File: config.mk
export PLATFORM = sky130hd
export DESIGN_NAME = ackt_tracker
export DESIGN_NICKNAME = d
export VERILOG_FILES = /design/src/rtl/ackt_pkg.sv /design/src/rtl/ackt_window.sv /design/src/rtl/ackt_timer.sv /design/src/rtl/ackt_credit.sv /design/src/rtl/ackt_tracker.sv
export SDC_FILE = /design/constraint.sdc
export NUM_CORES = 1
export LEC_CHECK = 0
export BUFFER_PORTS_ARGS = -buffer_cell sky130_fd_sc_hd__buf_2
export CORE_ASPECT_RATIO = 0.6
export CORE_UTILIZATION = 23
export DETAILED_ROUTE_END_ITERATION = 10
export PLACE_DENSITY_LB_ADDON = 0.08
export SYNTH_ARGS = -nofsm -noshare
export SYNTH_HDL_FRONTEND = slang
export SYNTH_SLANG_ARGS = --single-unit
File: constraint.sdc
create_clock -name clk -period 3.2 [get_ports clk]
set_input_delay 0.32 -clock clk [delete_from_list [all_inputs] [get_ports clk]]
set_output_delay 0.32 -clock clk [all_outputs]
set_load 0.1 [all_outputs]
File: src/rtl/ackt_pkg.sv
package ackt_pkg;
    typedef enum logic [1:0] {
        ST_IDLE    = 2'd0,
        ST_BUSY    = 2'd1,
        ST_RECOVER = 2'd2
    } ackt_state_e;
endpackage

File: src/rtl/ackt_window.sv
module ackt_window #(
    parameter int unsigned IDW = 3
) (
    input  logic           clk,
    input  logic           rst_n,
    input  logic           push,
    input  logic           pop,
    input  logic           rewind,
    output logic [IDW-1:0] next_id,
    output logic [IDW-1:0] oldest_id,
    output logic [IDW-1:0] count,
    output logic           full,
    output logic           empty
);
    localparam int unsigned WIN = (1 << IDW) - 1;

    always_ff @(posedge clk) begin
        if (!rst_n) begin
            next_id   <= '0;
            oldest_id <= '0;
            count     <= '0;
        end else if (rewind) begin
            next_id <= oldest_id;
            count   <= '0;
        end else begin
            if (push) next_id   <= next_id + 1'b1;
            if (pop)  oldest_id <= oldest_id + 1'b1;
            count <= count + IDW'(push) - IDW'(pop);
        end
    end

    assign full  = (count == IDW'(WIN));
    assign empty = (count == '0);
endmodule

File: src/rtl/ackt_timer.sv
module ackt_timer #(
    parameter int unsigned LIMIT = 1024
) (
    input  logic                     clk,
    input  logic                     rst_n,
    input  logic                     clear,
    output logic                     expired,
    output logic [$clog2(LIMIT)-1:0] cnt_o
);
    localparam int unsigned CW = $clog2(LIMIT);
    localparam logic [CW-1:0] TOP = CW'(LIMIT - 1);

    always_ff @(posedge clk) begin
        if (!rst_n || clear) cnt_o <= '0;
        else if (cnt_o != TOP) cnt_o <= cnt_o + 1'b1;
    end

    assign expired = (cnt_o == TOP);
endmodule

File: src/rtl/ackt_credit.sv
module ackt_credit #(
    parameter int unsigned RW   = 4,
    parameter int unsigned INIT = 8
) (
    input  logic          clk,
    input  logic          rst_n,
    input  logic          load,
    input  logic [RW-1:0] load_val,
    input  logic          take,
    output logic [RW-1:0] room,
    output logic          avail
);
    always_ff @(posedge clk) begin
        if (!rst_n) begin
            room <= RW'(INIT);
        end else if (load) begin
            room <= (take && load_val != '0) ? load_val - 1'b1 : load_val;
        end else if (take && room != '0) begin
            room <= room - 1'b1;
        end
    end

    assign avail = (room != '0);
endmodule

File: src/rtl/ackt_tracker.sv
module ackt_tracker
    import ackt_pkg::*;
#(
    parameter int unsigned IDW        = 3,
    parameter int unsigned ROOMW      = 4,
    parameter int unsigned INIT_ROOM  = 8,
    parameter int unsigned TMO_CYCLES = 1024
) (
    input  logic             clk,
    input  logic             rst_n,
    input  logic             issue_valid,
    output logic             issue_ready,
    output logic [IDW-1:0]   issue_id,
    input  logic             sym_valid,
    input  logic             sym_nack,
    input  logic [IDW-1:0]   sym_id,
    input  logic [ROOMW-1:0] sym_room,
    output logic             retx_req,
    output logic [IDW-1:0]   retx_id,
    output logic             err_order,
    output logic             err_timeout
);
    localparam int unsigned TW = $clog2(TMO_CYCLES);

    ackt_state_e state_q, state_d;

    logic [IDW-1:0]   oldest_id, win_count;
    logic             win_full, win_empty;
    logic [TW-1:0]    tmr_cnt;
    logic             tmr_expired;
    logic [ROOMW-1:0] room_q;
    logic             room_avail;

    logic sym_ok, ack_hit, ack_bad, nack_trig, tmo_trig, trig;
    logic fire, push, pop;

    // symbol decode; symbols are dropped during the recovery cycle
    assign sym_ok    = sym_valid && (state_q != ST_RECOVER);
    assign ack_hit   = sym_ok && !sym_nack && !win_empty && (sym_id == oldest_id);
    assign ack_bad   = sym_ok && !sym_nack && !ack_hit;
    assign nack_trig = sym_ok && sym_nack && !win_empty;
    assign tmo_trig  = (state_q != ST_RECOVER) && !sym_valid && !win_empty && tmr_expired;
    assign trig      = nack_trig || tmo_trig;

    assign fire = issue_valid && issue_ready;
    assign push = fire && !trig;
    assign pop  = ack_hit;

    ackt_window #(.IDW(IDW)) u_win (
        .clk       (clk),
        .rst_n     (rst_n),
        .push      (push),
        .pop       (pop),
        .rewind    (trig),
        .next_id   (issue_id),
        .oldest_id (oldest_id),
        .count     (win_count),
        .full      (win_full),
        .empty     (win_empty)
    );

    ackt_timer #(.LIMIT(TMO_CYCLES)) u_tmr (
        .clk     (clk),
        .rst_n   (rst_n),
        .clear   (pop || trig || win_empty),
        .expired (tmr_expired),
        .cnt_o   (tmr_cnt)
    );

    ackt_credit #(.RW(ROOMW), .INIT(INIT_ROOM)) u_cred (
        .clk      (clk),
        .rst_n    (rst_n),
        .load     (sym_ok),
        .load_val (sym_room),
        .take     (push),
        .room     (room_q),
        .avail    (room_avail)
    );

    // state register
    always_ff @(posedge clk) begin
        if (!rst_n) state_q <= ST_IDLE;
        else        state_q <= state_d;
    end

    always_comb begin
        state_d = state_q;
        unique case (state_q)
            ST_IDLE: begin
                if (push) state_d = ST_BUSY;            // idle_to_busy
            end
            ST_BUSY: begin
                if (trig)
                    state_d = ST_RECOVER;               // busy_to_recover
                else if (pop && !push && win_count == IDW'(1))
                    state_d = ST_IDLE;                  // busy_to_idle
            end
            ST_RECOVER: state_d = ST_IDLE;              // recover_to_idle
            default:    state_d = ST_IDLE;
        endcase
    end

    // registered pulses and replay ID
    always_ff @(posedge clk) begin
        if (!rst_n) begin
            retx_id     <= '0;
            err_order   <= 1'b0;
            err_timeout <= 1'b0;
        end else begin
            if (trig) retx_id <= oldest_id;
            err_order   <= ack_bad;
            err_timeout <= tmo_trig;
        end
    end

    // state-driven outputs
    always_comb begin
        retx_req    = (state_q == ST_RECOVER);
        issue_ready = (state_q != ST_RECOVER) && !win_full && room_avail;
    end
endmodule

==> results.py <==
metrics = {
    "cts": {
        "clk-insertion-delay-late_ns": 0.27,
        "cts_sinks": 30,
        "cts_inserted_buffers": 5,
        "cts_buffer_depth": 2,
        "clk_pin_slew_worst_paths_ns": 0.05,
        "htreeDepth": 2,
        "clock-root-buffer": "clkbuf_16",
        "cts_tree": "built",
        "post_cts_resized": 0,
        "cts_setup_buffers": 0,
        "cts_hold_buf": 0,
    },
    "timing": {
        "slew_headroom_pct": 64.8,
        "hold_violations": 0,
        "setup-tns-final_ns": 0,
        "maxSlewViolCount": 0,
        "fin_crit_ns": 2.60,
        "fmax_mhz": 385,
        "whs_ns": 0.299,
        "finalSetupViolations": 0,
        "worstMarginPinSlew_ns": 0.526,
        "rsz0062_at_grt": "no",
        "fin_crit_sh_pct": 81.2,
        "finClkSkew_ns": 0.00432,
    },
    "synthesis": {
        "synth_common_cells": "dfxtp_1 (30), nand2_1 (19), nor2_1 (16)",
        "synth_nets": 198,
        "synth_seq_cells": 30,
        "yosysMostFrequentCell": "dfxtp_1",
        "synth_ff_type": "dfxtp_1",
        "seq_area_frac_synth_pct": 37.4,
        "netlist.area_leader.share_pct": 37.4,
        "synth_cells": 178,
        "synth_edf_count": 0,
        "netlist_top_cells_area": "dfxtp_1 (37%), xnor2_1 (7.1%), ha_1 (5.5%)",
        "syn-cell-area_um2": 1610,
        "yosysTopAreaCell": "dfxtp_1",
        "ys.warnings.count": 0,
        "avgSynthCellArea_um2": 9.03,
        "synth-async-reset-ratio_pct": 0,
        "synth_cell_type_count": 44,
    },
    "worst_setup_path": {
        "startpoint_type": "flip-flop",
        "r2r_start": "state_q[0]",
        "r2r_cells": 10,
        "critPathArrivalTime_ns": 2.76,
        "critPathKind": "reg -> reg",
        "crit_fanout": 7,
        "r2r_setup_slack_ns": 0.60,
        "end_kind": "flip-flop",
        "r2r-end": "u_win.count[2]",
        "worst_ep_required_time_ns": 3.36,
    },
    "place": {
        "place.gp.congestion": 0.782,
        "dp_hpwl_um": 2780,
        "numPortBuffers": 21,
    },
    "power": {
        "swShare_pct": 33.0,
        "clockPowerShare_pct": 37.1,
        "combPwrFrac_pct": 27.0,
        "p_switching_uw": 414,
        "seq_power_share_pct": 36.0,
        "peakVddDrop_uv": 191,
        "powerDensity_nw_per_um2": 640,
        "p_leak_uw": 0.000799,
        "p_int_uw": 839,
    },
    "grt": {
        "track_usage_pct": 11.3,
        "grt_max_degree": 25,
        "grt_pass1_wl_um": 6150,
        "grt-ovfl-total": 0,
        "antenna_found_initial": 0,
        "grt_pass1_vias": 1264,
    },
    "detailed_routing": {
        "drtIter0Drc": 41,
        "route.detailed.wl_per_inst_um": 12.4,
        "via_count": 1294,
        "wl_um": 3610,
        "ant_nets": 0,
        "first_pass_iters": 6,
        "post-route-drc-count": 0,
        "via_per_inst": 4.45,
    },
    "min_path": {
        "holdPathStages": 2,
        "min_from": "sym_nack",
        "hold-path-endpoint": "err_order",
        "hp-class": "in -> reg",
    },
    "finish": {
        "fill_cells": 722,
        "n_antenna_cell": 0,
        "nNetsFinal": 223,
        "areaGrowthSynthToFinish_pct": 21.8,
        "drive_above_1_share_pct": 22.1,
    },
    "run_status": {
        "status": "finished, final reports clean",
    },
    "floorplanning": {
        "die_h_um": 66.7,
        "pin_count": 22,
        "rows": 23,
        "core_um2": 6710,
        "initial_core_util_pct": 24.0,
        "die-area_um2": 7330,
        "fp.dieW_um": 110,
    },
    "job": {
        "drv_cap": 0,
    },
}
how the worst max path moves through the flow:
stage,end,depth (start not counted),start
2_1_floorplan,u_win.next_id[2],6,state_q[0]
3_5_place_dp,u_win.count[2],10,state_q[0]
6_report,u_win.count[2],10,state_q[0]
5_1_grt,u_win.count[2],10,state_q[0]
3_3_place_gp,u_win.count[2],11,sym_id[2]
4_1_cts,u_win.count[2],10,state_q[0]
routing by layer:
layer | track usage, % | share of wire (%)
met5 | 0 | 0
met4 | 3.50 | 0.72
met3 | 3.72 | 3.0
met2 | 17.6 | 44
met1 | 14.8 | 53
power groups by stage:
stage / combinational [uW] / clock [uW] / sequential (uW)
after floorplan: 226 / 0 / 507
after global placement: 338 / 0 / 458
after detailed placement: 340 / 0 / 459
after CTS: 342 / 483 / 451
after global routing: 377 / 495 / 458
final: 338 / 464 / 451
area by class of cell:
type                    instances  area (um2)  area share (%)
clock buffers                   7         143            7.29
clock inverters                 1        5.00           0.256
inverters                      10        37.5            1.92
multi-input cells             134         950            48.5
flip-flops and latches         30         601            30.7
well taps                      87         109            5.56
repair buffers                 22         113            5.75
registers in the layout, indices dropped and copies added, names as in the netlist, 2 cells and up:
register,count
u_win.count,3
retx_id,3
u_tmr.cnt_o,10
state_q,2
u_cred.room,4
u_win.oldest_id,3
u_win.next_id,3
worst max-delay path: stages, from the launching register on:
cell,delay [ns]
dfxtp_1,0.35
nand2b_4,0.16
nand2_1,0.17
nor4b_4,0.56
ha_1,0.20
inv_1,0.04
ha_1,0.18
fa_1,0.37
xnor2_1,0.15
xnor2_1,0.13
and3_1,0.18
kinds of logic after synthesis:
kind of cell	Yosys count	synth area share, %
muxes	3	2.26
xor gates and xnor gates	19	10.4
buffers and inverters	14	3.82
and+or+nand+nor	86	31.7
adders and majority gates	8	6.70
AOI/OAI and AO/OA	18	7.79
DFF	30	37.4
cell usage in the layout (no fill, tap or decap), types with 2 or more instances in the layout:
cell type,Yosys,final
o21ai_1,4,4
nor2b_1,2,2
and2_1,2,2
nand2_1,19,19
clkbuf_16,0,5
buf_2,1,21
nand3_1,11,11
and3_1,5,5
a31oi_1,3,3
nand2_2,3,3
xor2_1,6,6
nor3_1,7,7
nor2_1,16,16
inv_1,10,10
o21ai_0,3,3
nand2b_1,2,2
nor3b_2,1,2
nor3b_1,3,2
nand4_1,5,5
dfxtp_1,30,30
ha_1,7,7
a21oi_1,2,2
xnor2_1,13,13
through the flow:
stage | power, uW | util (%) | cell area, um2 | instances | worst slack, ns
after floorplan | 733 | - | 1610 | 178 | 0.294
final | 1250 | 29.2 | 1960 | 291 | 0.602
after CTS | 1280 | 29.2 | 1960 | 291 | 0.562
after detailed placement | 799 | 27.0 | 1810 | 283 | 0.570
after global routing | 1330 | 29.2 | 1960 | 291 | 0.378
after global placement | 796 | 27.0 | 1810 | 283 | 0.729
Note: power is estimated with default switching activity, not from simulation.
